--- src/rtl/crc16r_pkg.sv ---
// Shared widths and word types for the reflected CRC-16 engine.
// Assumes byte-wide input and a 16-bit check word.
package crc16r_pkg;
    localparam int CRC_W  = 16;
    localparam int BYTE_W = 8;
    typedef logic [CRC_W-1:0]  crc_word_t;
    typedef logic [BYTE_W-1:0] byte_t;
endpackage

--- src/rtl/crc16r_step.sv ---
// One shift-right step of the reflected CRC: shift by one, then XOR the
// polynomial if the bit leaving bit 0 was set. Purely combinational.
module crc16r_step
    import crc16r_pkg::*;
#(
    parameter crc_word_t POLY = 16'hA001
) (
    input  crc_word_t cur,
    output crc_word_t nxt
);
    // shift and conditional polynomial fold
    always_comb begin
        nxt = cur >> 1;
        if (cur[0]) nxt = nxt ^ POLY;
    end
endmodule

--- src/rtl/crc16r_unroll.sv ---
// Folds a byte into the register and chains STEPS single steps in one
// combinational path. Assumes STEPS equals the byte width.
module crc16r_unroll
    import crc16r_pkg::*;
#(
    parameter crc_word_t POLY  = 16'hA001,
    parameter int        STEPS = BYTE_W
) (
    input  crc_word_t cur,
    input  byte_t     data,
    output crc_word_t nxt
);
    crc_word_t chain [STEPS+1];

    assign chain[0] = cur ^ {{(CRC_W-BYTE_W){1'b0}}, data};

    genvar i;
    generate
        for (i = 0; i < STEPS; i++) begin : g_step
            crc16r_step #(.POLY(POLY)) u_step (
                .cur(chain[i]),
                .nxt(chain[i+1])
            );
        end
    endgenerate

    assign nxt = chain[STEPS];
endmodule

--- src/rtl/crc16r_serial_core.sv ---
// Bit-serial register: an accepted byte is XORed in, then one step per
// clock for BYTE_W clocks while busy is high. Assumes accept is only
// raised while busy is low, and that sof has priority over everything.
module crc16r_serial_core
    import crc16r_pkg::*;
#(
    parameter crc_word_t POLY   = 16'hA001,
    parameter crc_word_t PRESET = 16'hFFFF
) (
    input  logic      clk,
    input  logic      rst_n,
    input  logic      sof,
    input  logic      accept,
    input  byte_t     data,
    output crc_word_t crc_q,
    output logic      busy
);
    localparam int CNT_W = $clog2(BYTE_W + 1);

    logic [CNT_W-1:0] cnt_q;
    crc_word_t        stepped;

    crc16r_step #(.POLY(POLY)) u_step (
        .cur(crc_q),
        .nxt(stepped)
    );

    assign busy = (cnt_q != '0);

    // register update: preset, byte load, or one shift step
    always_ff @(posedge clk) begin
        if (!rst_n || sof) begin
            crc_q <= PRESET;
            cnt_q <= '0;
        end else if (accept) begin
            crc_q <= crc_q ^ {{(CRC_W-BYTE_W){1'b0}}, data};
            cnt_q <= CNT_W'(BYTE_W);
        end else if (busy) begin
            crc_q <= stepped;
            cnt_q <= cnt_q - CNT_W'(1);
        end
    end


    accept_busy_chk: assert property (@(posedge clk) disable iff (!rst_n)
        (accept && !sof) |=> busy);


    busy_countdown_chk: assert property (@(posedge clk) disable iff (!rst_n)
        (busy && !sof) |=> (cnt_q == $past(cnt_q) - CNT_W'(1)));


    sof_preset_chk: assert property (@(posedge clk) disable iff (!rst_n)
        sof |=> (crc_q == PRESET && !busy));


    idle_hold_chk: assert property (@(posedge clk) disable iff (!rst_n)
        (!accept && !sof && !busy) |=> $stable(crc_q));
endmodule

--- src/rtl/crc16r_par_core.sv ---
// Unrolled register: a whole byte is folded in on the accepting edge.
// Never busy. Assumes sof has priority over accept.
module crc16r_par_core
    import crc16r_pkg::*;
#(
    parameter crc_word_t POLY   = 16'hA001,
    parameter crc_word_t PRESET = 16'hFFFF
) (
    input  logic      clk,
    input  logic      rst_n,
    input  logic      sof,
    input  logic      accept,
    input  byte_t     data,
    output crc_word_t crc_q,
    output logic      busy
);
    crc_word_t folded;

    crc16r_unroll #(.POLY(POLY), .STEPS(BYTE_W)) u_unroll (
        .cur (crc_q),
        .data(data),
        .nxt (folded)
    );

    assign busy = 1'b0;

    // register update: preset or whole-byte fold
    always_ff @(posedge clk) begin
        if (!rst_n || sof) crc_q <= PRESET;
        else if (accept)   crc_q <= folded;
    end


    sof_preset_par_chk: assert property (@(posedge clk) disable iff (!rst_n)
        sof |=> (crc_q == PRESET));


    idle_hold_par_chk: assert property (@(posedge clk) disable iff (!rst_n)
        (!accept && !sof) |=> $stable(crc_q));
endmodule

--- src/rtl/crc16r_engine.sv ---
// Top of the reflected CRC-16 generator. BIT_SERIAL selects one step per
// clock (1) or eight steps per clock (0). Outputs are final whenever ready
// is high; check bytes are presented in line order, low half first.
module crc16r_engine
    import crc16r_pkg::*;
#(
    parameter crc_word_t POLY       = 16'hA001,
    parameter crc_word_t PRESET     = 16'hFFFF,
    parameter bit        BIT_SERIAL = 1'b1
) (
    input  logic        clk,
    input  logic        rst_n,
    input  logic        sof,
    input  logic        in_valid,
    input  logic [7:0]  in_data,
    output logic        ready,
    output logic        busy,
    output logic [15:0] crc_value,
    output logic [7:0]  tx_first,
    output logic [7:0]  tx_second,
    output logic        match
);
    crc_word_t crc_w;
    logic      busy_w;
    logic      accept;

    assign ready  = !busy_w;
    assign accept = in_valid && ready && !sof;

    generate
        if (BIT_SERIAL) begin : g_serial
            crc16r_serial_core #(.POLY(POLY), .PRESET(PRESET)) u_core (
                .clk(clk), .rst_n(rst_n), .sof(sof), .accept(accept),
                .data(in_data), .crc_q(crc_w), .busy(busy_w)
            );
        end else begin : g_par
            crc16r_par_core #(.POLY(POLY), .PRESET(PRESET)) u_core (
                .clk(clk), .rst_n(rst_n), .sof(sof), .accept(accept),
                .data(in_data), .crc_q(crc_w), .busy(busy_w)
            );
        end
    endgenerate

    // output mapping: value, line-order bytes, zero-residue flag
    always_comb begin
        busy      = busy_w;
        crc_value = crc_w;
        tx_first  = crc_w[BYTE_W-1:0];
        tx_second = crc_w[CRC_W-1:BYTE_W];
        match     = !busy_w && (crc_w == '0);
    end


    no_accept_busy_chk: assert property (@(posedge clk) disable iff (!rst_n)
        busy |-> !accept);
endmodule

--- config.mk ---
export PLATFORM = sky130hd
export DESIGN_NAME = crc16r_engine
export DESIGN_NICKNAME = d
export VERILOG_FILES = /design/src/rtl/crc16r_pkg.sv /design/src/rtl/crc16r_step.sv /design/src/rtl/crc16r_unroll.sv /design/src/rtl/crc16r_serial_core.sv /design/src/rtl/crc16r_par_core.sv /design/src/rtl/crc16r_engine.sv
export SDC_FILE = /design/constraint.sdc
export NUM_CORES = 1
export LEC_CHECK = 0
export BUFFER_PORTS_ARGS = -buffer_cell sky130_fd_sc_hd__buf_2
export CORE_MARGIN = 4
export CORE_UTILIZATION = 40
export DETAILED_ROUTE_END_ITERATION = 10
export PLACE_DENSITY = 0.71
export SYNTH_ARGS = -nofsm -noshare
export SYNTH_HDL_FRONTEND = slang
export SYNTH_SLANG_ARGS = --single-unit
--- constraint.sdc ---
create_clock -name clk -period 4.4 [get_ports clk]
set_clock_uncertainty 0.2 [all_clocks]
set_input_delay 0.88 -clock clk [delete_from_list [all_inputs] [get_ports clk]]
set_output_delay 0.88 -clock clk [all_outputs]
set_load 0.01 [all_outputs]
==> metrics.txt <==
final setup fails=0; cts repair resizes=0; drt first pass iters=4; maxcap violations=0; clock tree buffer depth=2; Hold Violations, Final=0; Post-Place Cells=193; Seq/Total Area, Yosys=0.3583; first-pass GRT wire length=3953 µm; Clk pwr share=0.272; GP Congestion=0.7641; Switch Pwr=200.0 µW; clk slew on worst S/H paths=130 ps; # nets final=182; CTS sink cnt=20; Crit. End Element=output port; Worst Hold Slack=313.6 ps; setup TNS=0 ps; max_slew headroom=0.3311; kind of critical path=flip-flop to output port; family with the most delay on the worst path=buffers and inverters; Post-Syn Area per Cell=8.038 µm²; Net Sw Frac=0.3586; commonest non-fill, non-tap cells in the layout=46 x buf_2, 20 x dfxtp_1, 15 x nor2_1, 15 x nand2_1, 14 x nand3_1; ranking of synthesized cells by area=dfxtp_1 36%, buf_4 11%, nand3_1 6.3%; Worst setup SP type=flip-flop; CTS Hold Buffers Added=0; clock root cell=clkbuf_4; Max Clk Rate=346.4 MHz; leading area contributor after synthesis=dfxtp_1; RSZ-0062 raised after global routing=no; Clock Latency Late Sink=310 ps; I/O Buffers=46; Vert. Die Dim=60.85 µm; top-area cell type share of the netlist area=0.3583; DRC errors left=0; minimum clock period=2887 ps; power density over cell area=445.7 nW/µm²; post-DR wirelength/cell=12.49 µm; Die W=60.85 µm; slowest stage delay, CP=370 ps; VDD IR max=243.9 µV; Syn. warnings=0; Initial DRC Count=70; Final Cycle Share=0.6561; detail-routed via count per cell=5.142; gr usage total=0.1410; combinational power share=0.331; H-Tree Depth=1; Final Max Slew Viols=0; DIE AREA=3703 µm²; TritonCTS buffer count=3; initial antenna violation count=0; CP Buf/Inv Count=3; row count=18; share of cells above drive strength 1=0.3353; cell leakage power=0.0005326 µW; Syn-to-layout area delta=11.98%; synth unique cells=30; flops & latches, synth=20; Initial Util=0.4352; Filler Cell Count=264; Slew @ Worst Pin=1001 ps; WL final=2461 µm; Post-Syn Area=1117 µm²; worst path required time=3320 ps; CP max-delay cell=dfxtp_1; vias in the first global route=906; hold crit path type=flip-flop to flip-flop; outcome=complete, no violations; Core Area=2567 µm²; fin util=0.4873; post-CTS setup buffers=0; ant diodes=0; Worst Path Arrival=1810 ps; Boundary Pins=47; Pint=357.7 µW; fin cells=197; register share of total power=0.397; CP cell instances=inv_1 > ha_1 > nand2_4 > inv_6 > nand4_1 > nor2_1 > buf_2; Synth Net Count=153; CTS tree=done; DRT antenna net count=0; pin count of the biggest net entering global routing=24; commonest non-fill, non-tap cell in the layout=buf_2; post-synthesis cell count=139; DR vias=1013; crit-path max FO=23; remaining global-route overflow=0
synthesized netlist by cell type, drive strengths merged:
cell type,instances
buf,22
dfxtp,20
nand2,16
nor2,16
nand3,15
a21oi,9
o21ai,9
a21o,8
inv,5
nor4,4
a211oi,2
ha,2
nand2b,2
nor2b,2
nor3,2
a31oi,1
nand4,1
o211ai,1
xnor2,1
xor2,1
power by group through the flow:
stage / combinational (µW) / clock (µW) / sequential, µW
floorplan: 165 / 0 / 228
global placement: 182 / 0 / 223
detailed placement: 185 / 0 / 225
CTS: 186 / 155 / 221
global route: 207 / 163 / 225
finish: 184 / 152 / 221
per-stage QoR:
stage / cell area, µm² / worst slack [ps] / power (µW)
after floorplan: 1117 / 2113 / 393.4
after global placement: 1199 / 1900 / 405.4
after detailed placement: 1199 / 1874 / 410.8
after CTS: 1251 / 1507 / 563.2
after global routing: 1251 / 1323 / 594.3
final: 1251 / 1513 / 557.7
flip-flops by register name, summed over array words and instances (netlist names):
signal	count
g_serial.u_core.crc_q	16
g_serial.u_core.cnt_q	4
worst register-to-register path: cells and delay by family, from the launching register on:
family          cells  cell delay (ps)
fa+ha+maj           1              280
simple gates        3              320
buf+inv             2              290
compound gates      1              140
flops               1              370
cell families (layout without fill, tap and decap cells):
logic type	after synthesis	after routing	synth area share
AND/OR/NAND/NOR	58	58	0.2520
AO/OA/AOI/OAI	30	30	0.1635
buffers and inverters	27	55	0.1881
flip-flops	20	20	0.3583
adder cells (fa/ha/maj)	2	2	0.02239
XOR/XNOR	2	2	0.01568
path summary, 6_finish.rpt:
| check | slack (ps) | start | end | depth (start not counted) |
|---|---|---|---|---|
| min | 310 | g_serial.u_core.cnt_q[0] | g_serial.u_core.cnt_q[0] | 2 |
| max reg2reg | 2700 | g_serial.u_core.cnt_q[0] | g_serial.u_core.cnt_q[1] | 7 |
| min reg2reg | 310 | g_serial.u_core.cnt_q[0] | g_serial.u_core.cnt_q[0] | 2 |
| max | 1510 | g_serial.u_core.cnt_q[0] | match | 7 |
routing by layer:
metal	track usage	routed length (µm)
met4	0.04334	32
met5	0	0
met2	0.2443	1177
met1	0.1692	1047
met3	0.03830	203
final cells by class:
type	instances	area [µm²]	area share
tap	30	37.54	0.03000
inverter	5	23.77	0.01900
multi-input combinational	92	506.7	0.4050
clock inverter	1	30.03	0.02400
clock buffer	3	22.52	0.01800
timing repair buffer	46	230.2	0.1840
sequential	20	400.4	0.3200
(Power assumes the default switching activity.)
